`src/rtl/tri_port_gpio_pkg.sv`:
```
package tri_port_gpio_pkg;
  // register kind, decoded from addr[3:2]
  typedef enum logic [1:0] {
    KIND_DATA = 2'b00,
    KIND_DIR  = 2'b01,
    KIND_NONE = 2'b10,
    KIND_OPT  = 2'b11
  } reg_kind_e;
endpackage

```
`src/rtl/gpio_sync.sv`:
```
module gpio_sync #(
  parameter int W = 8
) (
  input  logic         clk_i,
  input  logic         rst_ni,
  input  logic [W-1:0] d_i,
  output logic [W-1:0] q_o
);
  logic [W-1:0] s1_q, s2_q;

  always_ff @(posedge clk_i or negedge rst_ni) begin
    if (!rst_ni) begin
      s1_q <= '0;
      s2_q <= '0;
    end else begin
      s1_q <= d_i;
      s2_q <= s1_q;
    end
  end

  assign q_o = s2_q;
endmodule

```
`src/rtl/gpio_port.sv`:
```
module gpio_port #(
  parameter int W = 8
) (
  input  logic         clk_i,
  input  logic         rst_ni,
  input  logic         wr_data_i,
  input  logic         wr_dir_i,
  input  logic         wr_opt_i,
  input  logic [W-1:0] wdata_i,
  input  logic [W-1:0] pin_sync_i,
  output logic [W-1:0] rd_data_o,
  output logic [W-1:0] dir_o,
  output logic [W-1:0] opt_o,
  output logic [W-1:0] out_val_o,
  output logic [W-1:0] ls_en_o,
  output logic [W-1:0] hs_en_o,
  output logic [W-1:0] cfg_data_o,
  output logic [W-1:0] cfg_opt_o
);
  logic [W-1:0] data_q, dir_q, opt_q;

  always_ff @(posedge clk_i or negedge rst_ni) begin
    if (!rst_ni) begin
      data_q <= '0;
      dir_q  <= '0;
      opt_q  <= '0;
    end else begin
      if (wr_data_i) data_q <= wdata_i;
      if (wr_dir_i)  dir_q  <= wdata_i;
      if (wr_opt_i)  opt_q  <= wdata_i;
    end
  end

  // per-pin drive: inputs float, open-drain never drives high
  for (genvar i = 0; i < W; i++) begin : g_pin
    always_comb begin
      hs_en_o[i] = 1'b0;
      ls_en_o[i] = 1'b0;
      if (dir_q[i]) begin
        ls_en_o[i] = ~data_q[i];
        hs_en_o[i] = opt_q[i] & data_q[i];
      end
    end
  end

  assign rd_data_o  = (dir_q & data_q) | (~dir_q & pin_sync_i);
  assign dir_o      = dir_q;
  assign opt_o      = opt_q;
  assign out_val_o  = data_q;
  assign cfg_data_o = data_q & ~dir_q;
  assign cfg_opt_o  = opt_q & ~dir_q;

  assert_no_contention_R5: assert property (@(posedge clk_i) disable iff (!rst_ni)
    (hs_en_o & ls_en_o) == '0);
  assert_od_no_high_R5: assert property (@(posedge clk_i) disable iff (!rst_ni)
    (hs_en_o & ~(dir_q & opt_q)) == '0);
  assert_input_floats_R3: assert property (@(posedge clk_i) disable iff (!rst_ni)
    ((hs_en_o | ls_en_o) & ~dir_q) == '0);
  assert_dir_write_lands_R2: assert property (@(posedge clk_i) disable iff (!rst_ni)
    wr_dir_i |=> dir_q == $past(wdata_i));
  assert_cfg_follows_R7: assert property (@(posedge clk_i) disable iff (!rst_ni)
    wr_opt_i |=> (cfg_opt_o | dir_q) == ($past(wdata_i) | dir_q));
endmodule

```
`src/rtl/tri_port_gpio.sv`:
```
module tri_port_gpio
  import tri_port_gpio_pkg::*;
#(
  parameter int          NUM_PORTS = 3,
  parameter int          PORT_W    = 8,
  parameter int          ADDR_W    = 8,
  parameter logic [3:0]  BASE_PAGE = 4'hC
) (
  input  logic                        clk_i,
  input  logic                        rst_ni,
  input  logic [ADDR_W-1:0]           addr_i,
  input  logic [PORT_W-1:0]           wdata_i,
  input  logic                        we_i,
  input  logic                        re_i,
  output logic [PORT_W-1:0]           rdata_o,
  input  logic [NUM_PORTS*PORT_W-1:0] pin_i,
  output logic [NUM_PORTS*PORT_W-1:0] out_val_o,
  output logic [NUM_PORTS*PORT_W-1:0] ls_en_o,
  output logic [NUM_PORTS*PORT_W-1:0] hs_en_o,
  output logic [NUM_PORTS*PORT_W-1:0] cfg_data_o,
  output logic [NUM_PORTS*PORT_W-1:0] cfg_opt_o
);
  localparam int PAGE_W = ADDR_W - 4;

  logic [NUM_PORTS*PORT_W-1:0] pin_sync;
  logic [PORT_W-1:0] rd_data [NUM_PORTS];
  logic [PORT_W-1:0] rd_dir  [NUM_PORTS];
  logic [PORT_W-1:0] rd_opt  [NUM_PORTS];
  logic [NUM_PORTS-1:0] sel;
  logic       page_hit, mapped;
  reg_kind_e  kind;
  logic [PORT_W-1:0] rd_mux;

  assign page_hit = addr_i[ADDR_W-1:4] == PAGE_W'(BASE_PAGE);
  assign kind     = reg_kind_e'(addr_i[3:2]);
  assign mapped   = page_hit && (kind != KIND_NONE) && (|sel);

  gpio_sync #(.W(NUM_PORTS*PORT_W)) u_sync (
    .clk_i (clk_i),
    .rst_ni(rst_ni),
    .d_i   (pin_i),
    .q_o   (pin_sync)
  );

  for (genvar p = 0; p < NUM_PORTS; p++) begin : g_port
    assign sel[p] = page_hit && (addr_i[1:0] == 2'(p));

    gpio_port #(.W(PORT_W)) u_port (
      .clk_i     (clk_i),
      .rst_ni    (rst_ni),
      .wr_data_i (we_i && sel[p] && kind == KIND_DATA),
      .wr_dir_i  (we_i && sel[p] && kind == KIND_DIR),
      .wr_opt_i  (we_i && sel[p] && kind == KIND_OPT),
      .wdata_i   (wdata_i),
      .pin_sync_i(pin_sync[p*PORT_W +: PORT_W]),
      .rd_data_o (rd_data[p]),
      .dir_o     (rd_dir[p]),
      .opt_o     (rd_opt[p]),
      .out_val_o (out_val_o[p*PORT_W +: PORT_W]),
      .ls_en_o   (ls_en_o[p*PORT_W +: PORT_W]),
      .hs_en_o   (hs_en_o[p*PORT_W +: PORT_W]),
      .cfg_data_o(cfg_data_o[p*PORT_W +: PORT_W]),
      .cfg_opt_o (cfg_opt_o[p*PORT_W +: PORT_W])
    );
  end

  always_comb begin
    rd_mux = '0;
    for (int p = 0; p < NUM_PORTS; p++) begin
      if (sel[p]) begin
        case (kind)
          KIND_DATA: rd_mux = rd_data[p];
          KIND_DIR:  rd_mux = rd_dir[p];
          KIND_OPT:  rd_mux = rd_opt[p];
          default:   rd_mux = '0;
        endcase
      end
    end
  end

  always_ff @(posedge clk_i or negedge rst_ni) begin
    if (!rst_ni)   rdata_o <= '0;
    else if (re_i) rdata_o <= rd_mux;
  end

  assert_unmapped_reads_zero_R9: assert property (@(posedge clk_i) disable iff (!rst_ni)
    (re_i && !mapped) |=> rdata_o == '0);
  assert_rdata_holds_R8: assert property (@(posedge clk_i) disable iff (!rst_ni)
    !re_i |=> $stable(rdata_o));
endmodule

```
`config.mk`:
```
export PLATFORM = sky130hd
export DESIGN_NAME = tri_port_gpio
export DESIGN_NICKNAME = d
export VERILOG_FILES = /design/src/rtl/tri_port_gpio_pkg.sv /design/src/rtl/gpio_sync.sv /design/src/rtl/gpio_port.sv /design/src/rtl/tri_port_gpio.sv
export SDC_FILE = /design/constraint.sdc
export NUM_CORES = 1
export LEC_CHECK = 0
export BUFFER_PORTS_ARGS = -buffer_cell sky130_fd_sc_hd__buf_2
export CORE_ASPECT_RATIO = 0.6
export CORE_MARGIN = 4
export CORE_UTILIZATION = 57
export CTS_CLUSTER_SIZE = 25
export DETAILED_ROUTE_END_ITERATION = 16
export PLACE_DENSITY = 0.88
export SLEW_MARGIN = 30
export SYNTH_ARGS = -nofsm -noshare
export SYNTH_HDL_FRONTEND = slang
export SYNTH_SLANG_ARGS = --single-unit
```
`constraint.sdc`:
```
create_clock -name clk_i -period 4.1 [get_ports clk_i]
set_input_delay 0.205 -clock clk_i [delete_from_list [all_inputs] [get_ports clk_i]]
set_output_delay 0.205 -clock clk_i [all_outputs]
set_load 0.02 [all_outputs]
```
==> qor.txt <==
PLACED DESIGN
------------------------------------------------------------------------------------------------------
Number of buffer cells added on primary ports                                                      171
Post-detailed-placement half-perimeter wirelength                                             11000 um
Pre-CTS setup slack                                                                            1830 ps
Routability congestion estimate                                                                  0.829

WORST SETUP PATH
------------------------------------------------------------------------------------------------------
Register-to-Register Setup Slack                                                               2550 ps
Crit path kind                                                                               in -> reg
Cell family with most CP delay                                                            buffers and inverters
Kind of launch point of the worst setup path                                              primary input
Number of buffer and inverter stages on the critical path                                            2
Kind of capture point of the worst setup path                                                flip-flop
Standard cell with the maximum stage delay on the critical path                                  buf_2
Worst-path maximum fanout                                                                           43
Arrival time at the worst endpoint                                                             2230 ps
Delay of the slowest cell on the worst path                                                     660 ps
Worst path required time                                                                       4390 ps
Worst path cell trace                                                                     buf_2, inv_2, nor2_2, nand3_2, mux2_2

SYNTH
------------------------------------------------------------------------------------------------------
Sequential area share after synthesis                                                            51.8%
Share of synthesized registers carrying an async set or reset                                     100%
Area fraction of the dominant cell type after synthesis                                          51.8%
Post-synthesis sequential element count                                                            128
Total number of yosys warnings                                                                       0
Summed instance area of the synthesized netlist                                              6180 um^2
Library cell with the largest summed area after synthesis                                      dfrtp_1
Cell types occupying the most area after synthesis                                        dfrtp_1 52%, mux2_2 9.1%, nor2b_1 7.5%
Commonest cells in the synthesized netlist                                                128 x dfrtp_1, 74 x nor2b_1, 50 x mux2_2
Number of nets in the synthesized netlist                                                          533
Number of enable-type register cells in the synthesized netlist                                      0
Most instantiated library cell after synthesis                                                 dfrtp_1
Dominant synthesized flop cell                                                                 dfrtp_1
Library cells used by synthesis                                                                     42
Mean area per synthesized cell                                                               12.6 um^2
Post-synthesis cell count                                                                          489

MIN PATH
------------------------------------------------------------------------------------------------------
Worst min path class                                                                         in -> reg

GLOBAL ROUTE
------------------------------------------------------------------------------------------------------
All-Layer GR Usage                                                                               26.6%
Maximum number of pins on one net before global-route repair                                        66
GRT overflow                                                                                         0
Wire length of the first global-routing pass                                                  25600 um
Initial antenna violation count                                                                      0
Vias in the first global route                                                                    4717

STA
------------------------------------------------------------------------------------------------------
Worst clock skew                                                                               5.08 ps
Unrepaired setup endpoints after global routing                                                     no
Final WS setup                                                                                 2160 ps
Highest clock frequency the design can meet                                                    516 MHz
Hold violation total from the final report                                                           0
Period utilization                                                                               47.3%
Final setup fails                                                                                    0
Worst slew pin tran                                                                             881 ps
Time the worst path needs with I/O delays and setup                                            1940 ps
Post-route setup TNS                                                                              0 ps
Worst Hold Margin                                                                               173 ps
Number of max-slew violations in the final report                                                    0
Worst-case headroom to the max-slew limit                                                        41.3%

POWER
------------------------------------------------------------------------------------------------------
Portion of total power attributed to combinational logic                                         11.0%
Cell Int Power                                                                                 2410 uW
Worst vdd ir                                                                                    376 uV
Fraction of power consumed by sequential logic                                                   43.2%
Power spent charging and discharging nets                                                       795 uW
Sw Share                                                                                         24.8%
Leakage power figure                                                                        0.00420 uW
Ratio of total power to cell area                                                          405 nW/um^2
Fraction of power consumed by the clock network                                                  45.8%

CTS
------------------------------------------------------------------------------------------------------
Setup bufs post-CTS                                                                                  0
Clock transition at the register clock pins on the worst setup and hold paths after CTS          60 ps
Inserted Clock Buffers                                                                              17
Clock latency on the worst-skew pair                                                            410 ps
Buffer type at the clock tree root                                                           clkbuf_16
Count of H-tree levels built during CTS                                                              4
Clk buf depth                                                                                        2
Clock net sink count                                                                               128
TritonCTS clock tree                                                                             built

FLOORPLANNING
------------------------------------------------------------------------------------------------------
Initial standard-cell utilization of the core                                                    58.5%
Overall die area                                                                            12600 um^2
CORE AREA                                                                                   10600 um^2
Top-level port count                                                                               172
Die Y-Extent                                                                                   88.6 um
Row count                                                                                           29
Die boundary width                                                                              142 um

ROUTE
------------------------------------------------------------------------------------------------------
DRT Wirelength                                                                                16500 um
Number of design-rule violations left by the first detailed-router iteration                       566
Antenna-violating nets left                                                                          0
Detailed-route wire length per cell                                                            19.8 um
Number of remaining DRC errors                                                                       0
Routed via count divided by cell count                                                            5.85
Iteration count of the initial detailed-routing pass                                                 6
Routed vias                                                                                       4895

CELLS AND AREA
------------------------------------------------------------------------------------------------------
Area growth from synthesis to layout                                                             28.1%
FF/Latch Area                                                                                3200 um^2
Area of the multi-input gates                                                                2800 um^2
Antenna diode count                                                                                  0
Filler instances                                                                                   696
Final #Nets                                                                                        730
Fraction of layout instances using a drive strength above 1                                      42.6%

STATUS
------------------------------------------------------------------------------------------------------
Result of the run                                                                         finished clean

FLOW RUN
------------------------------------------------------------------------------------------------------
Max-capacitance violation count                                                                      0

[cell type report]
cell class,count,area share [%]
Inverter,10,0.474
Multi-Input combinational cell,331,35.3
Sequential cell,128,40.5
Clock inverter,4,0.601
Tap cell,139,2.20
Clock buffer,27,6.73
Timing Repair Buffer,198,14.2
[power by group through the flow]
stage          Clock [uW]  Combinational [uW]  Sequential (uW)
3_3_place_gp            0                 322             1400
4_1_cts              1470                 352             1390
6_report             1470                 353             1390
5_1_grt              1530                 380             1390
2_1_floorplan           0                 196             1400
3_5_place_dp            0                 330             1400
[final timing paths]
check | from | to | depth (start not counted)
min reg2reg | u_sync.s1_q[13] | u_sync.q_o[13] | 0
min | re_i | rdata_o[3] | 2
max in group asynchronous | rst_ni | u_sync.s1_q[22] | 3
max reg2reg | g_port[0].u_port.dir_o[6] | rdata_o[6] | 3
max | addr_i[2] | g_port[1].u_port.dir_o[6] | 5
min in group asynchronous | rst_ni | u_sync.q_o[14] | 2
[repair_timing]
action	CTS	global route
gates resized for setup	0	0
hold buffers	25	0
endpoints found under the hold margin	87	0
[worst reg2reg max path, delay by kind of cell (launching register included)]
family             cells  cell delay, ps
AOI/OAI and AO/OA      2             530
DFF                    1             490
muxes                  1             390
[routing by layer]
layer	wire length [um]	GRT usage [%]	share of wire, %
met3	1550	7.72	9.3
met1	6960	36.5	42
met5	0	0	0
met2	7710	41.9	47
met4	340	7.68	2.1
[through the flow]
step                area [um^2]  std cells  utilization (%)  total power (uW)
finish                     7920        837             75.0              3210
global route               7920        837             75.0              3310
CTS                        7920        837             75.0              3210
detailed placement         7090        781             67.1              1740
global placement           7080        781             67.1              1720
floorplan                  6180        489                -              1600
[cells by family after synthesis]
logic type / after synthesis / synth area share [%]
buffers and inverters: 30 / 2.92
DFF: 128 / 51.8
muxes: 102 / 19.5
and+or+nand+nor: 167 / 18.5
AOI/OAI and AO/OA: 62 / 7.27
[cell usage in the layout, fill, tap and decap left out, types with 2 or more instances in the layout]
| cell type | Yosys | layout |
|---|---|---|
| nor2b_1 | 74 | 74 |
| mux2i_1 | 27 | 27 |
| a32oi_1 | 6 | 6 |
| nor2_2 | 3 | 3 |
| clkbuf_1 | 4 | 3 |
| buf_2 | 8 | 169 |
| dfrtp_1 | 128 | 128 |
| clkbuf_8 | 0 | 7 |
| o211ai_1 | 12 | 12 |
| dlygate4sd3_1 | 0 | 25 |
| a22oi_1 | 2 | 2 |
| and3_1 | 26 | 26 |
| nand3_1 | 18 | 18 |
| o21ai_0 | 11 | 11 |
| a21oi_1 | 8 | 8 |
| o32ai_1 | 7 | 7 |
| o31ai_1 | 2 | 2 |
| nand2b_1 | 19 | 19 |
| buf_4 | 3 | 4 |
| a2bb2oi_1 | 2 | 2 |
| or3b_2 | 2 | 2 |
| clkbuf_16 | 0 | 17 |
| nand4_4 | 3 | 3 |
| inv_1 | 7 | 7 |
| mux2_2 | 50 | 50 |
| nand3_4 | 5 | 5 |
| nor2_1 | 8 | 8 |
| nand2_1 | 2 | 2 |
| nor2_4 | 2 | 2 |
| inv_2 | 3 | 3 |
| clkinv_2 | 0 | 2 |
| a221oi_1 | 7 | 7 |
| mux2_4 | 24 | 24 |
[state kept, by name, summed over array words and instances (netlist names)]
name                     cells
g_port.u_port.opt_o         24
u_sync.q_o                  24
g_port.u_port.dir_o         24
rdata_o                      8
g_port.u_port.out_val_o     24
u_sync.s1_q                 24
Power figures use the tool's default switching activity.
